--- src/rtl/wdt_sleep_pkg.sv ---
package wdt_sleep_pkg;

  // Number of low count bits that define the interval for a period code.
  function automatic int unsigned tap_width(input int unsigned base,
                                            input int unsigned step,
                                            input int unsigned code);
    return base + step * code;
  endfunction

  // Width of the free-running tick counter: enough for the longest tap.
  function automatic int unsigned count_width(input int unsigned base,
                                              input int unsigned step);
    return base + step * 3;
  endfunction

endpackage

--- src/rtl/wdt_tick_sel.sv ---
module wdt_tick_sel (
  input  logic clk,
  input  logic rst_n,
  input  logic tick_int_i,
  input  logic tick_ext_i,
  input  logic src_sel_i,
  output logic tick_o,
  output logic src_chg_o
);
  logic src_q;

  always_ff @(posedge clk or negedge rst_n) begin
    if (!rst_n) src_q <= 1'b0;
    else        src_q <= src_sel_i;
  end

  assign src_chg_o = src_sel_i ^ src_q;
  assign tick_o    = (src_sel_i ? tick_ext_i : tick_int_i) & ~src_chg_o;
endmodule

--- src/rtl/wdt_prescaler.sv ---
module wdt_prescaler #(
  parameter int unsigned TAP_BASE = 2,
  parameter int unsigned TAP_STEP = 2
) (
  input  logic       clk,
  input  logic       rst_n,
  input  logic       tick_i,
  input  logic       restart_i,
  input  logic       trip_i,
  input  logic [1:0] period_sel_i,
  output logic       period_evt_o
);
  import wdt_sleep_pkg::*;

  localparam int unsigned CNT_W = count_width(TAP_BASE, TAP_STEP);

  logic [CNT_W-1:0] cnt_q;
  logic [3:0]       tap_hit;

  for (genvar k = 0; k < 4; k++) begin : g_tap
    localparam int unsigned TW = tap_width(TAP_BASE, TAP_STEP, k);
    assign tap_hit[k] = &cnt_q[TW-1:0];
  end

  assign period_evt_o = tick_i & ~restart_i & tap_hit[period_sel_i];

  always_ff @(posedge clk or negedge rst_n) begin
    if (!rst_n)                  cnt_q <= '0;
    else if (restart_i || trip_i) cnt_q <= '0;
    else if (tick_i)             cnt_q <= cnt_q + 1'b1;
  end
endmodule

--- src/rtl/wdt_miss_ctr.sv ---
module wdt_miss_ctr #(
  parameter int unsigned WDT_PERIODS = 3
) (
  input  logic clk,
  input  logic rst_n,
  input  logic restart_i,
  input  logic period_evt_i,
  output logic trip_o
);
  localparam int unsigned MISS_W = $clog2(WDT_PERIODS + 1);
  localparam logic [MISS_W-1:0] LAST = MISS_W'(WDT_PERIODS - 1);

  logic [MISS_W-1:0] miss_q;

  assign trip_o = period_evt_i & (miss_q == LAST);

  always_ff @(posedge clk or negedge rst_n) begin
    if (!rst_n)            miss_q <= '0;
    else if (restart_i)    miss_q <= '0;
    else if (trip_o)       miss_q <= '0;
    else if (period_evt_i) miss_q <= miss_q + 1'b1;
  end
endmodule

--- src/rtl/wdt_rst_gen.sv ---
module wdt_rst_gen #(
  parameter int unsigned RST_LEN = 4
) (
  input  logic clk,
  input  logic rst_n,
  input  logic trip_i,
  input  logic cause_clr_i,
  output logic wdt_rst_o,
  output logic wdt_cause_o
);
  localparam int unsigned LEN_W = $clog2(RST_LEN + 1);

  logic [LEN_W-1:0] left_q;
  logic             cause_q;

  always_ff @(posedge clk or negedge rst_n) begin
    if (!rst_n)                     left_q <= '0;
    else if (trip_i && left_q == '0) left_q <= LEN_W'(RST_LEN);
    else if (left_q != '0)          left_q <= left_q - 1'b1;
  end

  always_ff @(posedge clk or negedge rst_n) begin
    if (!rst_n)           cause_q <= 1'b0;
    else if (trip_i)      cause_q <= 1'b1;
    else if (cause_clr_i) cause_q <= 1'b0;
  end

  assign wdt_rst_o   = (left_q != '0);
  assign wdt_cause_o = cause_q;
endmodule

--- src/rtl/wdt_sleep_timer.sv ---
module wdt_sleep_timer #(
  parameter int unsigned TAP_BASE    = 2,
  parameter int unsigned TAP_STEP    = 2,
  parameter int unsigned WDT_PERIODS = 3,
  parameter int unsigned RST_LEN     = 4
) (
  input  logic       clk,
  input  logic       rst_n,
  input  logic       tick_int_i,
  input  logic       tick_ext_i,
  input  logic       src_sel_i,
  input  logic [1:0] period_sel_i,
  input  logic       kick_i,
  input  logic       cause_clr_i,
  output logic       wdt_rst_o,
  output logic       wdt_cause_o,
  output logic       sleep_irq_o
);
  // Named internal events, also observed by the bound checker.
  logic tick_w;
  logic src_chg_w;
  logic restart_w;
  logic period_evt_w;
  logic trip_w;
  logic irq_q;

  wdt_tick_sel u_tick_sel (
    .clk        (clk),
    .rst_n      (rst_n),
    .tick_int_i (tick_int_i),
    .tick_ext_i (tick_ext_i),
    .src_sel_i  (src_sel_i),
    .tick_o     (tick_w),
    .src_chg_o  (src_chg_w)
  );

  assign restart_w = kick_i | src_chg_w;

  wdt_prescaler #(
    .TAP_BASE (TAP_BASE),
    .TAP_STEP (TAP_STEP)
  ) u_prescaler (
    .clk          (clk),
    .rst_n        (rst_n),
    .tick_i       (tick_w),
    .restart_i    (restart_w),
    .trip_i       (trip_w),
    .period_sel_i (period_sel_i),
    .period_evt_o (period_evt_w)
  );

  wdt_miss_ctr #(
    .WDT_PERIODS (WDT_PERIODS)
  ) u_miss (
    .clk          (clk),
    .rst_n        (rst_n),
    .restart_i    (restart_w),
    .period_evt_i (period_evt_w),
    .trip_o       (trip_w)
  );

  wdt_rst_gen #(
    .RST_LEN (RST_LEN)
  ) u_rst_gen (
    .clk         (clk),
    .rst_n       (rst_n),
    .trip_i      (trip_w),
    .cause_clr_i (cause_clr_i),
    .wdt_rst_o   (wdt_rst_o),
    .wdt_cause_o (wdt_cause_o)
  );

  always_ff @(posedge clk or negedge rst_n) begin
    if (!rst_n) irq_q <= 1'b0;
    else        irq_q <= period_evt_w;
  end

  assign sleep_irq_o = irq_q;
endmodule

--- config.mk ---
export PLATFORM = sky130hd
export DESIGN_NAME = wdt_sleep_timer
export DESIGN_NICKNAME = d
export VERILOG_FILES = /design/src/rtl/wdt_sleep_pkg.sv /design/src/rtl/wdt_tick_sel.sv /design/src/rtl/wdt_prescaler.sv /design/src/rtl/wdt_miss_ctr.sv /design/src/rtl/wdt_rst_gen.sv /design/src/rtl/wdt_sleep_timer.sv
export SDC_FILE = /design/constraint.sdc
export NUM_CORES = 1
export LEC_CHECK = 0
export ABC_CLOCK_PERIOD_IN_PS = 2100
export BUFFER_PORTS_ARGS = -buffer_cell sky130_fd_sc_hd__buf_2
export CORE_MARGIN = 5
export CORE_UTILIZATION = 45
export CTS_BUF_LIST = sky130_fd_sc_hd__clkbuf_4 sky130_fd_sc_hd__clkbuf_8 sky130_fd_sc_hd__clkbuf_16
export CTS_CLUSTER_DIAMETER = 50
export DETAILED_ROUTE_END_ITERATION = 10
export GPL_ROUTABILITY_DRIVEN = 0
export PLACE_DENSITY = 0.63
export SLEW_MARGIN = 5
export SYNTH_ARGS = -nofsm -noshare
export SYNTH_HDL_FRONTEND = slang
export SYNTH_SLANG_ARGS = --single-unit
--- constraint.sdc ---
create_clock -name clk -period 2.1 [get_ports clk]
set_input_delay 0.105 -clock clk [delete_from_list [all_inputs] [get_ports clk]]
set_output_delay 0.105 -clock clk [all_outputs]
set_load 0.03 [all_outputs]
# ---- Word level (Yosys, flattened, before mapping)
# Cells that the tools add are included.
dict set report totals {
  regBits 16
  input_bits 9
  output_inout_bits 3
  wordCells 43
}
dict set report classes {
  n_addsub 3
  order_cmp 1
  n_eq_ne 1
  mux 12
  bitwise_logic 8
  n_reduce_logical 12
}
# cell n
set ops {}
lappend ops {{2-to-1 mux 8 bit} 2}
lappend ops {{adder 8 x 1 -> 8 bit (second input constant)} 1}
lappend ops {{AND reduction 8 bit} 1}
lappend ops {{2-to-1 mux 2 bit} 3}
lappend ops {{2-to-1 mux 3 bit} 2}
lappend ops {{AND reduction 6 bit} 1}
lappend ops {{nonzero test 2 bit} 3}
lappend ops {{nonzero test 3 bit} 2}
lappend ops {{AND 1 bit} 4}
lappend ops {{2-to-1 mux 1 bit} 4}
lappend ops {{AND reduction 4 bit} 1}
lappend ops {{zero test 3 bit} 1}
lappend ops {{less-than comparator 2 x 3 -> 1 bit (second input constant)} 1}
lappend ops {{subtractor 3 x 1 -> 3 bit (second input constant)} 1}
lappend ops {{adder 2 x 1 -> 2 bit (second input constant)} 1}
lappend ops {{binary-select mux 1 bit (select 2 bit)} 1}
lappend ops {{equality test 2 bit (second input constant)} 1}
lappend ops {{inverter 1 bit} 2}
lappend ops {{AND reduction 2 bit} 1}
lappend ops {{logical AND 1 bit} 1}
lappend ops {{logical OR 1 bit} 1}
lappend ops {{bitwise OR 1 bit} 1}
lappend ops {{bitwise XOR 1 bit} 1}

# ---- Depth between registers and ports, before layout
# Gate-level depths: netlist of run 1.
dict set report logic_depth {
  word_depth 8
  mapped_depth 7
  mapped_depth_nobuf 7
}

# ---- By module
# Synthesis of run 1 repeated with hierarchy kept, for this count alone.
dict set report unflattened {
  cells_unflattened 77
  hier_area_um2 820.8
}
# module instances cells_per_inst area_per_inst_um2 seq_area_each_um2
set modules_own_cells {}
lappend modules_own_cells {wdt_prescaler 1 43 424.2 200.2}
lappend modules_own_cells {wdt_rst_gen 1 18 214.0 100.1}
lappend modules_own_cells {wdt_miss_ctr 1 9 97.6 50.0}
lappend modules_own_cells {wdt_tick_sel 1 5 53.8 25.0}
lappend modules_own_cells {wdt_sleep_timer 1 2 31.3 25.0}

# ---- Worst setup path after synthesis of run 1
# Ideal clock, no wire load.
dict set report synth_timing {
  kind {register -> register}
  start {register u_tick_sel.src_q}
  end {register u_prescaler.cnt_q[7]}
  setup_ps 81
  arrival_time_ps 1535
  required_time_ps 2019
  path_slack_ps 484
  path_stages_with_launch 6
  path_buffers 1
  synth_period_minus_slack_ps 1616
  cell_sequence {dfrtp_1 > nor4bb_1 > or2_1 > buf_2 > or4_1 > a21oi_1}
}
dict set report synth_between {
  elab_chain_len 8
  elab_cells_between_ends 11
  classes_between {mux (1); bitwise (8); reduce/logical (2)}
}
# element line_no
set synth_lines {}
lappend synth_lines {{start, declared} wdt_tick_sel.sv:10} ;# logic src_q;
lappend synth_lines {{start signal, assigned} wdt_tick_sel.sv:14} ;# else src_q <= src_sel_i;
lappend synth_lines {{bitwise XOR 1 bit *} wdt_tick_sel.sv:17} ;# assign src_chg_o = src_sel_i ^ src_q;
lappend synth_lines {{inverter 1 bit / bitwise OR 1 bit (equally long branches)} {wdt_tick_sel.sv:18, wdt_sleep_timer.sv:37}}
lappend synth_lines {{AND 1 bit / inverter 1 bit (equally long branches)} {wdt_tick_sel.sv:18, wdt_prescaler.sv:25}}
lappend synth_lines {{AND 1 bit (2 in series)} wdt_prescaler.sv:25} ;# assign period_evt_o = tick_i & ~restart_i & tap_hit[period_sel_i];
lappend synth_lines {{AND 1 bit} wdt_miss_ctr.sv:15} ;# assign trip_o = period_evt_i & (miss_q == LAST);
lappend synth_lines {{logical OR 1 bit} wdt_prescaler.sv:29} ;# else if (restart_i || trip_i) cnt_q <= '0;
lappend synth_lines {{2-to-1 mux 8 bit / nonzero test 2 bit (equally long branches)} --}
lappend synth_lines {{end signal, assigned} wdt_prescaler.sv:30} ;# else if (tick_i) cnt_q <= cnt_q + 1'b1;
lappend synth_lines {{end, declared} wdt_prescaler.sv:17} ;# logic [CNT_W-1:0] cnt_q;
# Every way passes the cells marked *; elsewhere a longest branch is shown, timed or not.
# A chain may end at the register's enable or synchronous reset.

# ---- Worst setup path in the final report of run 1
dict set report layout_timing {
  start {input port src_sel_i}
  end {register u_miss.miss_q[1]}
}
dict set report layout_between {
  elab_chain_len 8
  elab_cells_between_ends 12
  classes_between {mux (3); bitwise (8); reduce/logical (1)}
}
# element line_no
set layout_lines {}
lappend layout_lines {{start, declared} wdt_sleep_timer.sv:11} ;# input logic src_sel_i,
lappend layout_lines {{bitwise XOR 1 bit} wdt_tick_sel.sv:17}
lappend layout_lines {{inverter 1 bit / bitwise OR 1 bit (equally long branches)} {wdt_tick_sel.sv:18, wdt_sleep_timer.sv:37}}
lappend layout_lines {{AND 1 bit / inverter 1 bit (equally long branches)} {wdt_tick_sel.sv:18, wdt_prescaler.sv:25}}
lappend layout_lines {{AND 1 bit * (2 in series)} wdt_prescaler.sv:25}
lappend layout_lines {{net period_evt_w} wdt_sleep_timer.sv:23} ;# logic period_evt_w;
lappend layout_lines {{AND 1 bit} wdt_miss_ctr.sv:15}
lappend layout_lines {{2-to-1 mux 2 bit} wdt_miss_ctr.sv:20} ;# else if (trip_o) miss_q <= '0;
lappend layout_lines {{2-to-1 mux 2 bit} wdt_miss_ctr.sv:19} ;# else if (restart_i) miss_q <= '0;
lappend layout_lines {{end signal, assigned} wdt_miss_ctr.sv:21} ;# else if (period_evt_i) miss_q <= miss_q + 1'b1;
lappend layout_lines {{end, declared} wdt_miss_ctr.sv:13} ;# logic [MISS_W-1:0] miss_q;
# Mark *: on every way through the listed nets, which the timed path passes. The rest lies on a longest branch.

==> summary.md, run 1 <==
• outcome: finished clean
• number of global-route vias before repair: 661
• antenna violations before repair: 0
• Critical-path top delay cell: sky130_fd_sc_hd__dlygate4sd3_1
• delay-heaviest family, CP: buffers and inverters
• # Max-Cap Violations: 0
• cell types with the largest area share after synthesis: sky130_fd_sc_hd__dfrtp_1, sky130_fd_sc_hd__ha_1, sky130_fd_sc_hd__o21ai_0
• clock insertion delay at the later pin of the skew report: 290 ps
• setup repair after global routing missed its margin: false
• share of the yosys chip area belonging to registers: 45.91%
• Hold Crit Class: input port to register
• Sum Neg Setup Slack: 0 ps
• Crit path depth: 5
• r2r endpoint: u_prescaler.cnt_q[7]
• largest net degree at the start of global routing: 17
• count of different cell masters after synthesis: 34
• synthesized instance count: 90
• first-pass GRT wire length: 3063 um
• CTS tree: done
• total iterations of the first detailed-routing run: 4
• capture endpoint of the worst hold path: sleep_irq_o
• cell chosen for the clock root: sky130_fd_sc_hd__clkbuf_4
• internal reg-to-reg setup slack: 410 ps
• warning count from the yosys run: 0
• FP Rows: 16
• Setup violations, final: 0
• post-synthesis instance area: 872.1 um2
• count of cells along the worst hold path: 2
• startpoint of the worst-slack reg-to-reg timing path: u_tick_sel.src_q
• cell type contributing the most total cell area after synthesis: sky130_fd_sc_hd__dfrtp_1
• total power: 564.4 uW
• Hold Worst Slack: 82.99 ps
• area growth from synthesis to layout: 16.93%
• final instance count without filler cells: 134
• met2 demand-to-capacity share in global routing: 21.37%
• required arrival time at the worst endpoint: 2320 ps
• Most used DFF post-synth: sky130_fd_sc_hd__dfrtp_1
• Detailed Route Iter0 Violations: 6
• Slew HR: 57.82%
• count of clock tree sinks: 16
• half-perimeter wire length after detailed placement: 1309 um
• clk buf depth: 2
• total via count after detailed routing: 718
• fraction of final layout cells sized beyond drive strength 1: 18.69%
• Cells after DPL: 128
• arrival time reported for the critical path endpoint: 1960 ps
• series of cell instances along the critical path: dlygate4sd3_1 -> buf_2 -> or3b_1 -> a211oi_2 -> mux2i_1
• clock slew at reported path FFs: 100 ps
• Critical Setup Path Class: input port to register
• antenna viol nets, final: 0
• achievable clock frequency: 0.5734 GHz
• period utilization: 83.05%
• worst ir drop on vdd: 0.3180 mV
• effective utilization at floorplan: 45.86%
• final critical delay including setup and external delays: 1744 ps
• number of hold violations in the final report: 0
• launch instance of the worst min-delay path: kick_i
• largest stage delay on the critical path: 530 ps
• CTS HTree Levels: 1
• aggregate global-route resource usage: 14.56%
• Pins Over Slew Limit: 0
• number of cells on the worst reg-to-reg path: 4
• antenna fix cells: 0
• CP Launch Type: input port
• count of flip-flops with a built-in enable after synthesis: 0
• number of buffer and inverter stages on the critical path: 2
• most congested layer reported by global routing: met2
• routing usage on met3: 2.770%
• Worst Tran Pin Value: 624.2 ps
• routed length per placed instance: 13.20 um
• area share of the largest cell type after synthesis: 45.91%
• Port Buffers: 11
• GR Layer Usage met1: 20.68%
• Post-synth top cells: sky130_fd_sc_hd__dfrtp_1, sky130_fd_sc_hd__nand2_1, sky130_fd_sc_hd__o21ai_0
• number of CTS-inserted buffers: 3
• most common cell in the netlist: sky130_fd_sc_hd__dfrtp_1
• Avg Cell Area, Syn: 9.690 um2
• static leakage: 0.4493 nW
• Post-CTS Repair Setup Buffers: 0
• maximum fanout count along the critical path: 7
• #FFs+latches synth: 16
• overflow left after global routing: 0
• area enclosed by the die boundary: 2918 um2
• core area: 1902 um2
• final layout net count: 120
• critical path capture point type: register
• die height: 54.02 um
• nets in the synthesized netlist: 102
• total wire length: 1769 um
• post-detailed-route via-to-cell ratio: 5.358
• die width: 54.02 um
• I/O pin cnt: 12
• worst clock skew: 2.769 ps
• power density cells: 553.5 nW/um2
• number of design rule violations left after detail routing: 0
• ys async rst share: 100.0%
==> sequential cells by signal (all words and copies together), names as in the netlist <==
name and flops:
u_rst_gen.left_q 3, u_prescaler.cnt_q 8, u_rst_gen.wdt_cause_o 1, u_miss.miss_q 2
u_tick_sel.src_q 1, sleep_irq_o 1
==> stage by stage <==
stage                     util, %  worst slack [ps]  cell area [um2]
after floorplan                 -             484.3            872.1
after global routing        53.62             233.3             1020
after CTS                   53.62             356.3             1020
after detailed placement    50.66             421.9            963.4
after global placement      50.66             462.4            963.4
final                       53.62             355.9             1020
==> how the worst max path moves through the flow <==
stage	from	endpoint	slack, ps
after floorplan	u_tick_sel.src_q	u_prescaler.cnt_q[7]	480
after global placement	u_tick_sel.src_q	u_prescaler.cnt_q[7]	460
after detailed placement	u_tick_sel.src_q	u_prescaler.cnt_q[7]	420
after CTS	src_sel_i	u_miss.miss_q[1]	360
after global routing	src_sel_i	u_prescaler.cnt_q[7]	230
final	src_sel_i	u_miss.miss_q[1]	360
==> layout by cell type, fill, tap and decap left out, drive strengths merged, types with 2 or more instances in the layout <==
cell type,count
dlygate4sd3,2
and2,2
dfrtp,16
a21oi,4
mux2i,2
buf,12
a31oi,2
clkbuf,4
xnor2,4
nor2,5
nor3,3
o31ai,2
or2,2
nand2,7
nor2b,3
o21ai,7
nand3,4
ha,3
inv,6
or4,2
==> cell families (layout without fill, tap and decap cells) <==
logic type	after synthesis	in the layout	share of synthesized area (%)
AO/OA/AOI/OAI	21	21	16.07
buffers and inverters	7	24	3.156
adder cells (fa/ha/maj)	3	3	4.305
multiplexers	3	3	3.587
AND/OR/NAND/NOR	35	35	21.95
flip-flops	16	16	45.91
XOR/XNOR	5	5	5.021
==> layout make-up <==
class	count	area, um2
fillers	173	882.1
multi-input cells	67	444.2
flip-flops and latches	16	400.4
repair buffers	14	82.58
clock buffers	4	36.28
well taps	27	33.78
inverters	6	22.52
==> power by group <==
part,internal [mW],switching [mW],leakage (nW)
registers,0.310,0.00355,0.221
logic,0.0175,0.0245,0.207
clock network,0.106,0.103,0.0210
==> metal layers <==
layer / part of all wire [%] / up-vias
li1: - / 362
met1: 49 / 334
met2: 46 / 18
met3: 3.7 / 4
met4: 1.5 / 0
met5: 0 / -
==> timing repair <==
action                    in CTS  in global routing
hold endpoints to repair      17                  0
gates resized for setup        0                  0
hold buffers                   2                  0
No activity file was read; power rests on OpenSTA's default activity.
==> run 2, diff against run 1 <==
Settings changed: ABC_CLOCK_PERIOD_IN_PS 2100 to 1700.
Clock period 2.1 ns to 1.7 ns, I/O delays scaled along.
==> summary.md, run 2 (synthesized netlist as in run 1, its figures left out) <==
• largest stage delay on the critical path: 530 ps, about the same
• count of clock tree sinks: 16, unchanged
• part of the power in combinational logic: 8.3%, +0.9 points
• flip-flop count of the largest register, all copies and words added: 8, unchanged
• number of hold violations in the final report: 0, unchanged
• largest reg by FF count: u_prescaler.cnt_q
• number of buffer and inverter stages on the critical path: 2, unchanged
• minimum setup slack after placement: 57.58 ps, -364.3 ps
• number of CTS-inserted buffers: 3, unchanged
• delay-heaviest family, CP: simple AND/OR/NAND/NOR gates
• antenna fix cells: 0, unchanged
• total power: 637.2 uW, +13%
• total iterations of the first detailed-routing run: 4, unchanged
• switching share of total power: 23.33%, +0.13 points
• Pins Over Slew Limit: 0, unchanged
• relative contribution of the clock network to total power: 30.8%, -6.1 points
• critical path capture point type: register
• final layout net count: 122, +1.7%
• fraction of power consumed by sequential logic: 60.9%, +5.3 points
• CP Launch Type: input port
• area growth from synthesis to layout: 18.51%
• FP Rows: 16, unchanged
• antenna viol nets, final: 0, unchanged
• clock slew at reported path FFs: 90 ps, about the same
• Detailed Route Iter0 Violations: 6, unchanged
• power density cells: 616.6 nW/um2, +11%
• maximum fanout count along the critical path: 8, +1
• clk buf depth: 2, unchanged
• Setup violations, final: 0, unchanged
• area enclosed by the die boundary: 2918 um2, unchanged
• cell chosen for the clock root: sky130_fd_sc_hd__clkbuf_4
• overflow left after global routing: 0, unchanged
• CTS tree: done
• outcome: finished clean
• Sum Neg Setup Slack: 0 ps, unchanged
• Hold Worst Slack: 97.99 ps, +14.99 ps
• CTS HTree Levels: 1, unchanged
• Filler cells: 186, +7.5%
• arrival time reported for the critical path endpoint: 1850 ps, -110 ps
• largest registers: u_prescaler.cnt_q: 8 flops, u_rst_gen.left_q: 3 flops, u_miss.miss_q: 2 flops
• # Max-Cap Violations: 0, unchanged
• first-pass GRT wire length: 2939 um, -4.0%
• Sw Pwr: 148.7 uW, +14%
• Critical Setup Path Class: input port to register
• GR Layer Usage met1: 19.69%, -0.99 points
• highest-count cells in the layout ignoring fill and taps: sky130_fd_sc_hd__dfrtp_1, sky130_fd_sc_hd__buf_2, sky130_fd_sc_hd__nand2_1, sky130_fd_sc_hd__o21ai_0, sky130_fd_sc_hd__inv_1
• required arrival time at the worst endpoint: 1920 ps, -400 ps
• die width: 54.02 um, unchanged
• aggregate global-route resource usage: 14.10%, -0.45 points
• final instance count without filler cells: 135, +0.75%
• most common cell after layout, fill and taps aside: sky130_fd_sc_hd__dfrtp_1
• clock insertion delay at the later pin of the skew report: 280 ps, about the same
• Port Buffers: 11, unchanged
• effective utilization at floorplan: 45.86%, unchanged
• final cell utilization of the core: 54.34%, +0.72 points
• placed cell area: 978.4 um2, +1.6%
• largest net degree at the start of global routing: 17, unchanged
• half-perimeter wire length after detailed placement: 1192 um, -9.0%
• met2 demand-to-capacity share in global routing: 20.56%, -0.81 points
• total wire length: 1606 um, -9.2%
• Slew HR: 60.67%, +2.8 points
• antenna violations before repair: 0, unchanged
• worst ir drop on vdd: 0.4001 mV, +26%
• series of cell instances along the critical path: dlygate4sd3_1 -> buf_2 -> nor4bb_1 -> or2_4 -> or4_1 -> a21oi_1
• Hold Crit Class: input port to register
• core area: 1902 um2, unchanged
• final critical delay including setup and external delays: 1639 ps
• static leakage: 0.4549 nW, +1.3%
• post-detailed-route via-to-cell ratio: 5.104, -4.7%
• design internal power: 488.6 uW, +13%
• total via count after detailed routing: 689, -4.0%
• number of global-route vias before repair: 697, +5.4%
• most congested layer reported by global routing: met2
• worst clock skew: 5.681 ps, +2.912 ps
• Critical-path top delay cell: sky130_fd_sc_hd__dlygate4sd3_1
• die height: 54.02 um, unchanged
• number of design rule violations left after detail routing: 0, unchanged
• achievable clock frequency: 0.6103 GHz
• routing usage on met3: 2.493%, -0.28 points
• period utilization: 96.38%
• Cells after DPL: 130, +1.6%
• fraction of final layout cells sized beyond drive strength 1: 23.15%, +4.5 points
• I/O pin cnt: 12, unchanged
• setup slack after layout: 61.46 ps, -294.4 ps
• routed length per placed instance: 11.90 um, -9.9%
• Worst Tran Pin Value: 582.1 ps, -42.14 ps
• final std cell area, no fill: 1033 um2, +1.3%
[run 2: cell count changes in the layout (fill, tap and decap cells not counted), sizes merged]
| cell | change |
|---|---|
| buf | +2 |
| clkbuf | -1 |
[run 2: area by class of cell]
| class | instances | area [um2] | area share (%) |
|---|---|---|---|
| sequential | 16 | 401.6 | 38.86 |
| timing repair buffer | 16 | 97.59 | 9.443 |
| multi-input combinational | 67 | 455.4 | 44.07 |
| inverter | 6 | 22.52 | 2.179 |
| tap | 27 | 33.78 | 3.269 |
| clock buffer | 3 | 22.52 | 2.179 |
[run 2: final timing paths]
check                      slack [ps]                 from                    end  cells past startpoint
hold reg to reg                   450  u_rst_gen.left_q[0]    u_rst_gen.left_q[0]                      1
hold / removal                    100          cause_clr_i  u_rst_gen.wdt_cause_o                      3
min in group asynchronous         230                rst_n   u_prescaler.cnt_q[5]                      2
setup / recovery                   60            src_sel_i   u_prescaler.cnt_q[7]                      6
setup reg to reg                   80     u_tick_sel.src_q   u_prescaler.cnt_q[7]                      4
max in group asynchronous        1180                rst_n       u_tick_sel.src_q                      2
[run 2: what timing repair did]
action | in CTS | in global routing
endpoints found under the setup margin | 0 | 6
resized for setup | 0 | 4
buffers inserted | 0 | 0
hold buffers | 2 | 0
endpoints found under the hold margin | 17 | 0
[run 2: power by group through the flow]
stage / Clock, mW / Sequential (mW) / Combinational [mW]
floorplan: 0 / 0.394 / 0.0209
global placement: 0 / 0.395 / 0.0473
detailed placement: 0 / 0.395 / 0.0483
CTS: 0.206 / 0.388 / 0.0518
global route: 0.222 / 0.389 / 0.0604
finish: 0.196 / 0.388 / 0.0527
[run 2: layer usage]
metal,share of wire [%],vias to the layer above
met1,54,322
li1,-,359
met5,0,-
met2,43,6
met4,0.44,0
met3,3.0,2
[run 2: worst reg2reg max path: stages, from the launching register on]
cell                       delay (ps)
sky130_fd_sc_hd__dfrtp_2          450
sky130_fd_sc_hd__nor4bb_1         190
sky130_fd_sc_hd__or2_4            270
sky130_fd_sc_hd__or4_1            500
sky130_fd_sc_hd__a21oi_1          150
